File: src/rtl/hcp_pkg.sv
package hcp_pkg;

  typedef enum logic [1:0] {
    SEQ_IDLE = 2'd0,
    SEQ_WAIT = 2'd1,
    SEQ_RUN  = 2'd2,
    SEQ_DONE = 2'd3
  } seq_state_e;

  localparam logic [1:0] STBY_ACTIVE = 2'b10;

endpackage

File: src/rtl/hcp_clk_en.sv
module hcp_clk_en (
  input  logic clk,
  input  logic rst_n,
  input  logic div2_sel,
  output logic tick
);

  logic phase_q;
  logic phase_d;

  always_comb begin
    phase_d = div2_sel ? ~phase_q : 1'b0;
  end

  always_ff @(posedge clk or negedge rst_n) begin
    if (!rst_n) begin
      phase_q <= 1'b0;
    end else begin
      phase_q <= phase_d;
    end
  end

  // full rate: every clock is a master clock; half rate: every second one
  assign tick = ~div2_sel | phase_q;

endmodule

File: src/rtl/hcp_sync_edge.sv
module hcp_sync_edge (
  input  logic clk,
  input  logic rst_n,
  input  logic en,
  input  logic sync_in,
  input  logic sync_pol,
  output logic edge_o
);

  logic act_lvl;
  logic lvl_q;

  assign act_lvl = sync_pol ? sync_in : ~sync_in;

  // reset value 1: a sync already active at reset release is not a start
  always_ff @(posedge clk or negedge rst_n) begin
    if (!rst_n) begin
      lvl_q <= 1'b1;
    end else if (en) begin
      lvl_q <= act_lvl;
    end
  end

  assign edge_o = en & act_lvl & ~lvl_q;

endmodule

File: src/rtl/hcp_point_ctrl.sv
module hcp_point_ctrl
  import hcp_pkg::*;
#(
  parameter int IDX_W = 4,
  parameter int CNT_W = 8
) (
  input  logic             clk,
  input  logic             rst_n,
  input  logic             en,
  input  logic             sync_edge,
  input  logic [CNT_W-1:0] start_ofs,
  input  logic [CNT_W-1:0] hold_len,
  input  logic [IDX_W-1:0] first_pt,
  input  logic [IDX_W-1:0] last_pt,
  input  logic             fwd_scan,
  output logic [IDX_W-1:0] pt_idx,
  output logic             pt_valid,
  output logic             pt_load
);

  localparam logic [CNT_W-1:0] CNT_ONE = CNT_W'(1);
  localparam logic [IDX_W-1:0] IDX_ONE = IDX_W'(1);

  seq_state_e       state_q, state_d;
  logic [CNT_W-1:0] ofs_q, ofs_d;
  logic [CNT_W-1:0] hold_q, hold_d;
  logic [IDX_W-1:0] idx_q, idx_d;
  logic             dir_q, dir_d;
  logic [IDX_W-1:0] end_pt;

  assign end_pt = dir_q ? last_pt : first_pt;

  always_comb begin
    state_d = state_q;
    ofs_d   = ofs_q;
    hold_d  = hold_q;
    idx_d   = idx_q;
    dir_d   = dir_q;
    if (sync_edge) begin
      state_d = SEQ_WAIT;
      ofs_d   = CNT_ONE;
    end else begin
      unique case (state_q)
        SEQ_WAIT: begin
          if (ofs_q == start_ofs - CNT_ONE) begin
            state_d = SEQ_RUN;
            idx_d   = fwd_scan ? first_pt : last_pt;
            dir_d   = fwd_scan;
            hold_d  = '0;
          end else begin
            ofs_d = ofs_q + CNT_ONE;
          end
        end
        SEQ_RUN: begin
          if (hold_q == hold_len) begin
            hold_d = '0;
            if (idx_q == end_pt) begin
              state_d = SEQ_DONE;
            end else begin
              idx_d = dir_q ? idx_q + IDX_ONE : idx_q - IDX_ONE;
            end
          end else begin
            hold_d = hold_q + CNT_ONE;
          end
        end
        default: begin
        end
      endcase
    end
  end

  always_ff @(posedge clk or negedge rst_n) begin
    if (!rst_n) begin
      state_q <= SEQ_IDLE;
      ofs_q   <= '0;
      hold_q  <= '0;
      idx_q   <= '0;
      dir_q   <= 1'b1;
    end else if (en) begin
      state_q <= state_d;
      ofs_q   <= ofs_d;
      hold_q  <= hold_d;
      idx_q   <= idx_d;
      dir_q   <= dir_d;
    end
  end

  assign pt_idx   = idx_q;
  assign pt_valid = (state_q == SEQ_RUN);
  assign pt_load  = en & (state_q == SEQ_RUN) & (hold_q == '0);

endmodule

File: src/rtl/hcp_dac_out.sv
module hcp_dac_out #(
  parameter int CODE_W = 6,
  parameter int PH_W   = 3
) (
  input  logic              clk,
  input  logic              rst_n,
  input  logic              tick,
  input  logic              run_en,
  input  logic              pt_valid,
  input  logic              pt_load,
  input  logic [CODE_W-1:0] pt_data,
  input  logic              subst,
  input  logic [CODE_W-1:0] idle_code,
  input  logic [PH_W-1:0]   phase,
  output logic [CODE_W-1:0] dac_code,
  output logic              dac_clk
);

  localparam int STRB_N = 1 << PH_W;

  logic [CODE_W-1:0] code_q, code_d;
  logic [STRB_N-1:0] strb_q, strb_d;
  logic              strb_en;

  always_comb begin
    if (subst) begin
      code_d = idle_code;
    end else if (pt_valid) begin
      code_d = pt_data;
    end else begin
      code_d = code_q;
    end
  end

  always_ff @(posedge clk or negedge rst_n) begin
    if (!rst_n) begin
      code_q <= '0;
    end else if (tick) begin
      code_q <= code_d;
    end
  end

  // strobe delay line: stage k is high k master clocks after a new code
  assign strb_d[0] = pt_load;
  for (genvar k = 1; k < STRB_N; k++) begin : g_dly
    assign strb_d[k] = strb_q[k-1];
  end

  assign strb_en = tick & run_en;

  always_ff @(posedge clk or negedge rst_n) begin
    if (!rst_n) begin
      strb_q <= '0;
    end else if (strb_en) begin
      strb_q <= strb_d;
    end
  end

  assign dac_code = code_q;
  assign dac_clk  = strb_q[phase] & run_en;

endmodule

File: src/rtl/hcp_sequencer.sv
module hcp_sequencer
  import hcp_pkg::*;
#(
  parameter int IDX_W  = 4,
  parameter int CNT_W  = 8,
  parameter int CODE_W = 6,
  parameter int PH_W   = 3
) (
  input  logic              clk,
  input  logic              rst_n,
  input  logic              div2_sel,
  input  logic              hsync_in,
  input  logic              hsync_pol,
  input  logic [CNT_W-1:0]  start_ofs,
  input  logic [CNT_W-1:0]  hold_len,
  input  logic [IDX_W-1:0]  first_pt,
  input  logic [IDX_W-1:0]  last_pt,
  input  logic              fwd_scan,
  input  logic              corr_en,
  input  logic              xfer_busy,
  input  logic [1:0]        stby_mode,
  input  logic [CODE_W-1:0] idle_code,
  input  logic [PH_W-1:0]   dclk_phase,
  input  logic [CODE_W-1:0] pt_data,
  output logic [IDX_W-1:0]  pt_idx,
  output logic              pt_valid,
  output logic [CODE_W-1:0] dac_code,
  output logic              dac_oe,
  output logic              dac_clk
);

  logic tick;
  logic standby;
  logic seq_en;
  logic subst;
  logic sync_edge;
  logic pt_load;

  assign standby = (stby_mode == STBY_ACTIVE);
  assign seq_en  = tick & ~standby;
  assign subst   = ~corr_en | xfer_busy | standby;
  assign dac_oe  = ~standby;

  hcp_clk_en u_clk_en (
    .clk      (clk),
    .rst_n    (rst_n),
    .div2_sel (div2_sel),
    .tick     (tick)
  );

  hcp_sync_edge u_sync (
    .clk      (clk),
    .rst_n    (rst_n),
    .en       (seq_en),
    .sync_in  (hsync_in),
    .sync_pol (hsync_pol),
    .edge_o   (sync_edge)
  );

  hcp_point_ctrl #(
    .IDX_W (IDX_W),
    .CNT_W (CNT_W)
  ) u_ctrl (
    .clk       (clk),
    .rst_n     (rst_n),
    .en        (seq_en),
    .sync_edge (sync_edge),
    .start_ofs (start_ofs),
    .hold_len  (hold_len),
    .first_pt  (first_pt),
    .last_pt   (last_pt),
    .fwd_scan  (fwd_scan),
    .pt_idx    (pt_idx),
    .pt_valid  (pt_valid),
    .pt_load   (pt_load)
  );

  hcp_dac_out #(
    .CODE_W (CODE_W),
    .PH_W   (PH_W)
  ) u_out (
    .clk       (clk),
    .rst_n     (rst_n),
    .tick      (tick),
    .run_en    (~standby),
    .pt_valid  (pt_valid),
    .pt_load   (pt_load),
    .pt_data   (pt_data),
    .subst     (subst),
    .idle_code (idle_code),
    .phase     (dclk_phase),
    .dac_code  (dac_code),
    .dac_clk   (dac_clk)
  );

endmodule

File: config.mk
export PLATFORM = sky130hd
export DESIGN_NAME = hcp_sequencer
export DESIGN_NICKNAME = d
export VERILOG_FILES = /design/src/rtl/hcp_pkg.sv /design/src/rtl/hcp_clk_en.sv /design/src/rtl/hcp_sync_edge.sv /design/src/rtl/hcp_point_ctrl.sv /design/src/rtl/hcp_dac_out.sv /design/src/rtl/hcp_sequencer.sv
export SDC_FILE = /design/constraint.sdc
export NUM_CORES = 1
export LEC_CHECK = 0
export ABC_AREA = 1
export BUFFER_PORTS_ARGS = -buffer_cell sky130_fd_sc_hd__buf_2
export CAP_MARGIN = 0
export CORE_UTILIZATION = 48
export CTS_CLUSTER_SIZE = 10
export DETAILED_ROUTE_END_ITERATION = 8
export PLACE_DENSITY_LB_ADDON = 0.05
export SKIP_LAST_GASP = 1
export SLEW_MARGIN = 5
export SYNTH_ARGS = -nofsm -noshare
export SYNTH_HDL_FRONTEND = slang
export SYNTH_SLANG_ARGS = --single-unit
File: constraint.sdc
create_clock -name clk -period 4.1 [get_ports clk]
set_clock_uncertainty 0.15 [all_clocks]
set_input_delay 0.82 -clock clk [delete_from_list [all_inputs] [get_ports clk]]
set_output_delay 0.82 -clock clk [all_outputs]
set_load 0.02 [all_outputs]
==> impl_metrics.env, run 1 <==
export IMPL_die_h_um=80.04
export IMPL_cts_buffers=5
export IMPL_worstPathMaxFanout=17
export IMPL_grt_max_degree=40
export IMPL_rsz0062_at_grt="no"
export IMPL_max_freq_ghz=0.3872
export IMPL_powerDensity_nw_per_um2=459.7
export IMPL_synth_top_area_share_pct=31.68
export IMPL_worst_path_max_delay_cell="nor2_4"
export IMPL_cts_tree="done"
export IMPL_slew_headroom_pct=30.57
export IMPL_cts_hold_buf=0
export IMPL_power_mw=1.535
export IMPL_antenna_found_initial=0
export IMPL_yosys_warnings=0
export IMPL_final_hold_violation_count=0
export IMPL_path_cells="buf_2 > inv_2 > nor2_1 > inv_2 > nand2_2 > inv_1 > nand2_1 > nor2_4 > nor2_4 > nand4_1 > nand2_1 > nand2_1"
export IMPL_route_vias_total=2687
export IMPL_critPathBufInv=4
export IMPL_fill_cells=574
export IMPL_tightest_slew_ns=1.031
export IMPL_synth_nets=485
export IMPL_firstDrtPassIters=4
export IMPL_die_w_um=80.04
export IMPL_p_seq_share_pct=37.5
export IMPL_totalWireLength_um=6131
export IMPL_worst_ep_required_time_ns=4.14
export IMPL_ys_types=33
export IMPL_clockPowerShare_pct=16.5
export IMPL_grt_pass1_vias=2419
export IMPL_syn_area_um2=2923
export IMPL_drv_cap=0
export IMPL_ctsResizeCount=0
export IMPL_p_sw_mw=0.6747
export IMPL_n_antenna_cell=0
export IMPL_die_area_um2=6406
export IMPL_post_place_cells=552
export IMPL_final_max_slew_viol_count=0
export IMPL_fin_crit_sh_pct=62.98
export IMPL_cellLeakagePower_nw=1.804
export IMPL_area_growth_pct=14.26
export IMPL_final_util_pct=56.74
export IMPL_insertion_delay_ns=0.29
export IMPL_dp_final_hpwl_um=4670
export IMPL_finalCriticalPeriod_ns=2.582
export IMPL_overflow=0
export IMPL_drc=0
export IMPL_synth_area_top_cells="dfrtp_1 32%, nand2_1 17%, inv_1 7.8%"
export IMPL_seq_area_frac_synth_pct=33.48
export IMPL_drt_iter0_drc=154
export IMPL_cts_buffer_depth=2
export IMPL_crit_family="simple AND/OR/NAND/NOR gates"
export IMPL_swShare_pct=43.95
export IMPL_cts_root_buf="clkbuf_8"
export IMPL_cts_sinks=39
export IMPL_vias_per_cell=4.798
export IMPL_h_tree_depth=2
export IMPL_yosysTopAreaCell="dfrtp_1"
export IMPL_hold_path_class="flop to flop"
export IMPL_cts_clk_slew_worst_paths_ns=0.08
export IMPL_ant_nets=0
export IMPL_synth_seq_cells=39
export IMPL_outcome="finished, final reports clean"
export IMPL_numPortBuffers=61
export IMPL_start_util_pct=49.66
export IMPL_finalNetCount=542
export IMPL_tns_ns=0
export IMPL_rows=28
export IMPL_drive_gt1_share_pct=18.97
export IMPL_wl_per_cell_um=10.95
export IMPL_fin_hold_ws_ns=0.2822
export IMPL_fin_cells=560
export IMPL_start_kind="input pin"
export IMPL_core_um2=5886
export IMPL_cts_setup_buffers=0
export IMPL_netlist_instances=427
export IMPL_gp_congestion=0.7849
export IMPL_finalSetupViolations=0
export IMPL_track_usage_pct=21.15
export IMPL_io_pins=62
export IMPL_cpPeakStageDelay_ns=0.33
export IMPL_peakVddDrop_v=0.0002019
export IMPL_critPathKind="input pin to flop"
export IMPL_cp_arrival_ns=2.62
export IMPL_syn_area_per_cell_um2=6.845
export IMPL_intPower_mw=0.8604
export IMPL_cp_common_cell="nand2_1"
export IMPL_comb_power_share_pct=46.0
export IMPL_end_kind="flop"
export IMPL_grt_pass1_wl_um=10580
==> placed cells by master (no fill, tap or decap), drive strengths merged <==
cell type	Yosys	layout
nand2	141	141
inv	67	67
buf	5	61
o21ai	39	39
dfrtp	37	37
nor2	32	32
nand3	30	30
nand4	15	15
xnor2	13	13
xor2	11	11
a21oi	9	9
ha	8	8
clkbuf	6	8
nand3b	3	3
dfstp	2	2
o211a	1	1
o41ai	1	1
nor4	1	1
nor3	1	1
o22ai	1	1
a31oi	1	1
nor3b	1	1
or2	1	1
fa	1	1
==> power groups by stage <==
stage          clock (mW)  sequential (mW)  combinational [mW]
3_3_place_gp            0            0.584               0.700
5_1_grt             0.272            0.592               0.811
2_1_floorplan           0            0.597               0.528
4_1_cts             0.260            0.576               0.714
6_report            0.253            0.576               0.706
3_5_place_dp            0            0.582               0.710
==> registers in the layout (all words and copies together) (netlist names) <==
register / flops
u_out.strb_q: 8
u_clk_en.phase_q: 1
u_ctrl.ofs_q: 8
u_ctrl.hold_q: 8
u_ctrl.state_q: 2
u_out.dac_code: 6
u_ctrl.dir_q: 1
u_sync.lvl_q: 1
u_ctrl.pt_idx: 4
==> path summary, 6_finish.rpt <==
check                                 start  slack (ns)          endpoint  cells after the start
max                                div2_sel        1.52  u_ctrl.pt_idx[3]                     12
min reg2reg                u_clk_en.phase_q        0.28  u_clk_en.phase_q                      1
min in group asynchronous             rst_n        0.49  u_ctrl.pt_idx[1]                      1
max reg2reg                u_clk_en.phase_q        1.77  u_ctrl.pt_idx[3]                     10
min                        u_clk_en.phase_q        0.28  u_clk_en.phase_q                      1
max in group asynchronous             rst_n        2.75   u_out.strb_q[2]                      1
==> kinds of logic (layout without fill, tap and decap cells) <==
| logic type | after synthesis | count (layout) | synth area share, % |
|---|---|---|---|
| buffers and inverters | 78 | 136 | 10.74 |
| DFF | 39 | 39 | 33.48 |
| adders and majority gates | 9 | 9 | 4.110 |
| AOI/OAI and AO/OA | 52 | 52 | 9.290 |
| and+or+nand+nor | 225 | 225 | 35.19 |
| xor gates and xnor gates | 24 | 24 | 7.192 |
==> final cells by class <==
| class | instances | area [um^2] | share of cell area [%] |
|---|---|---|---|
| clock buffers | 8 | 80.08 | 2.398 |
| inverters | 67 | 251.5 | 7.531 |
| repair buffers | 61 | 305.3 | 9.142 |
| multi-input cells | 310 | 1630 | 48.82 |
| well taps | 75 | 93.84 | 2.810 |
| flip-flops and latches | 39 | 978.4 | 29.30 |
==> per-layer routing <==
layer	part of all wire [%]	vias up	track usage [%]
li1	-	1458	-
met1	50	1156	28.29
met2	45	68	35.21
met3	4.1	5	3.429
met4	1.1	0	5.893
met5	0	-	0
==> Yosys cell counts (all sizes together) <==
cell and n:
clkbuf 6, dfstp 2, buf 5, nor3 1, nor2 32, o21ai 39
o41ai 1, xor2 11, a31oi 1, nor4 1, nor3b 1, inv 67
nand2 141, dfrtp 37, o22ai 1, ha 8, a21oi 9, o211a 1
nand3b 3, nand4 15, xnor2 13, fa 1, or2 1, nand3 30
==> through the flow <==
step	worst slack, ns	area (um^2)
after floorplan	1.701	2923
after CTS	1.492	3339
after global routing	1.250	3339
after detailed placement	1.175	3259
after global placement	1.227	3259
final	1.518	3339
(Power assumes the default switching activity.)
==> inputs of run 2 (changes only) <==
- clock period: 4.1 -> 2.67 ns (I/O delays scaled with it)
==> run 2 against run 1 <==
Sequential share of layout area shrank 0.58 points; wire length grew 0.33%; count of clock-buffer cells in the layout shrank 2; via count grew 1.0%; cell count grew 0.71%; power grew 63%; critical path type unchanged; largest cell class unchanged.
==> impl_metrics.env, run 2 (synthesized netlist as in run 1, its figures left out) <==
export IMPL_outcome="finished, final reports clean"
export IMPL_end_kind="flop"
export IMPL_final_common_cell="nand2_1"
export IMPL_grt_max_degree=40
export IMPL_grt_pass1_vias=2492
export IMPL_cts_hold_buf=0
export IMPL_drc=0
export IMPL_finalCriticalPeriod_ns=2.158
export IMPL_cts_buffers=5
export IMPL_area_growth_pct=16.57
export IMPL_numPortBuffers=61
export IMPL_cp_arrival_ns=2.20
export IMPL_totalWireLength_um=6151
export IMPL_cellLeakagePower_nw=1.846
export IMPL_core_um2=5886
export IMPL_start_kind="input pin"
export IMPL_ctsResizeCount=0
export IMPL_overflow=0
export IMPL_tns_ns=0
export IMPL_cts_tree="done"
export IMPL_clockPowerShare_pct=20.7
export IMPL_worst_path_max_delay_cell="ha_1"
export IMPL_timing_final_ws_setup_ns=0.5120
export IMPL_grt_pass1_wl_um=10710
export IMPL_io_pins=62
export IMPL_fin_crit_sh_pct=80.83
export IMPL_worstRegToRegCells=10
export IMPL_wl_per_cell_um=10.91
export IMPL_drv_cap=0
export IMPL_powerDensity_nw_per_um2=733.9
export IMPL_rows=28
export IMPL_crit_family="simple AND/OR/NAND/NOR gates"
export IMPL_route_vias_total=2715
export IMPL_fin_hold_ws_ns=0.1905
export IMPL_cp_num_cells=16
export IMPL_critPathKind="input pin to flop"
export IMPL_layout_top_registers="u_ctrl.hold_q (8), u_ctrl.ofs_q (8), u_out.strb_q (8)"
export IMPL_firstDrtPassIters=4
export IMPL_p_seq_share_pct=35.4
export IMPL_cpPeakStageDelay_ns=0.24
export IMPL_die_w_um=80.04
export IMPL_peakVddDrop_v=0.0003022
export IMPL_vias_per_cell=4.814
export IMPL_cts_root_buf="clkbuf_8"
export IMPL_multiInputGateArea_um2=1630
export IMPL_worst_ep_required_time_ns=2.71
export IMPL_antenna_found_initial=0
export IMPL_hold_path_class="input pin to async pin"
export IMPL_cts_clk_slew_worst_paths_ns=0.08
export IMPL_ant_nets=0
export IMPL_p_sw_mw=1.051
export IMPL_tightest_slew_ns=0.8436
export IMPL_gp_congestion=0.8191
export IMPL_path_cells="buf_2 > inv_1 > ha_1 > inv_1 > nand2_1 > nand2_1 > nand2_1 > nand2_1 > nor2_1 > nand2_2 > nor2_4 > nor2_8 > nor2_8 > nand2_2 > nand2_1 > nand2_1"
export IMPL_start_util_pct=49.66
export IMPL_dp_final_hpwl_um=4763
export IMPL_cts_buffer_depth=2
export IMPL_die_area_um2=6406
export IMPL_max_freq_ghz=0.4634
export IMPL_rrSetupSlack_ns=0.68
export IMPL_cts_setup_buffers=0
export IMPL_h_tree_depth=2
export IMPL_n_antenna_cell=0
export IMPL_intPower_mw=1.450
export IMPL_register_area_um2=978.4
export IMPL_rsz0062_at_grt="no"
export IMPL_cts_sinks=39
export IMPL_finalSetupViolations=0
export IMPL_die_h_um=80.04
export IMPL_fill_cells=610
export IMPL_final_max_slew_viol_count=0
export IMPL_slew_headroom_pct=43.76
export IMPL_power_mw=2.500
export IMPL_critPathBufInv=3
export IMPL_insertion_delay_ns=0.29
export IMPL_swShare_pct=42.02
export IMPL_worstPathMaxFanout=14
export IMPL_drive_gt1_share_pct=20.25
export IMPL_final_cell_mix="133 x nand2_1, 61 x inv_1, 61 x buf_2"
export IMPL_drt_iter0_drc=74
export IMPL_final_hold_violation_count=0
export IMPL_dpl_worst_slack_ns=0.1994
export IMPL_comb_power_share_pct=43.9
export IMPL_track_usage_pct=21.33
export IMPL_cp_common_cell="nand2_1"
export IMPL_finalNetCount=546
## run 2: power groups by stage
stage                     logic [mW]  registers (mW)  clock network (mW)
after floorplan                0.811           0.916                   0
after global placement          1.08           0.893                   0
after detailed placement        1.10           0.895                   0
after CTS                       1.11           0.886               0.532
after global routing            1.25           0.908               0.545
final                           1.10           0.885               0.518
## run 2: worst reg2reg max path: stages, from the launching register on
cell and delay (ns):
dfrtp_1 0.48, xnor2_1 0.19, nand2_1 0.06, nor2_1 0.11
nand2_1 0.15, nand2_1 0.19, nand2_1 0.09, inv_2 0.09
nand4_1 0.19, nand2_1 0.12, nand2_1 0.06
## run 2: path summary, 6_finish.rpt
path,start,endpoint
max,start_ofs[0],u_ctrl.hold_q[0]
min,rst_n,u_ctrl.pt_idx[1]
max reg2reg,u_ctrl.hold_q[2],u_ctrl.pt_idx[1]
min reg2reg,u_clk_en.phase_q,u_clk_en.phase_q
max in group asynchronous,rst_n,u_out.dac_code[2]
min in group clk,u_clk_en.phase_q,u_clk_en.phase_q
## run 2: routing by layer
layer	share of wire (%)	global-route usage [%]	routed length, um
met1	48	26.62	2983
met2	46	37.44	2860
met3	3.8	3.886	233
met4	1.2	5.893	74
met5	0	0	0
## run 2: area by class of cell
type,count,share of cell area (%)
repair buffers,65,9.842
clock buffers,6,2.424
inverters,67,7.382
flip-flops and latches,39,28.72
multi-input cells,310,47.85
well taps,75,2.754
clock inverters,2,1.028
## run 2: through the flow
step                      cells  util, %  instance area [um^2]
after floorplan             427        -                  2923
after global placement      556    55.89                  3289
after CTS                   564    57.89                  3407
after detailed placement    556    55.89                  3289
final                       564    57.89                  3407
after global routing        564    57.89                  3407
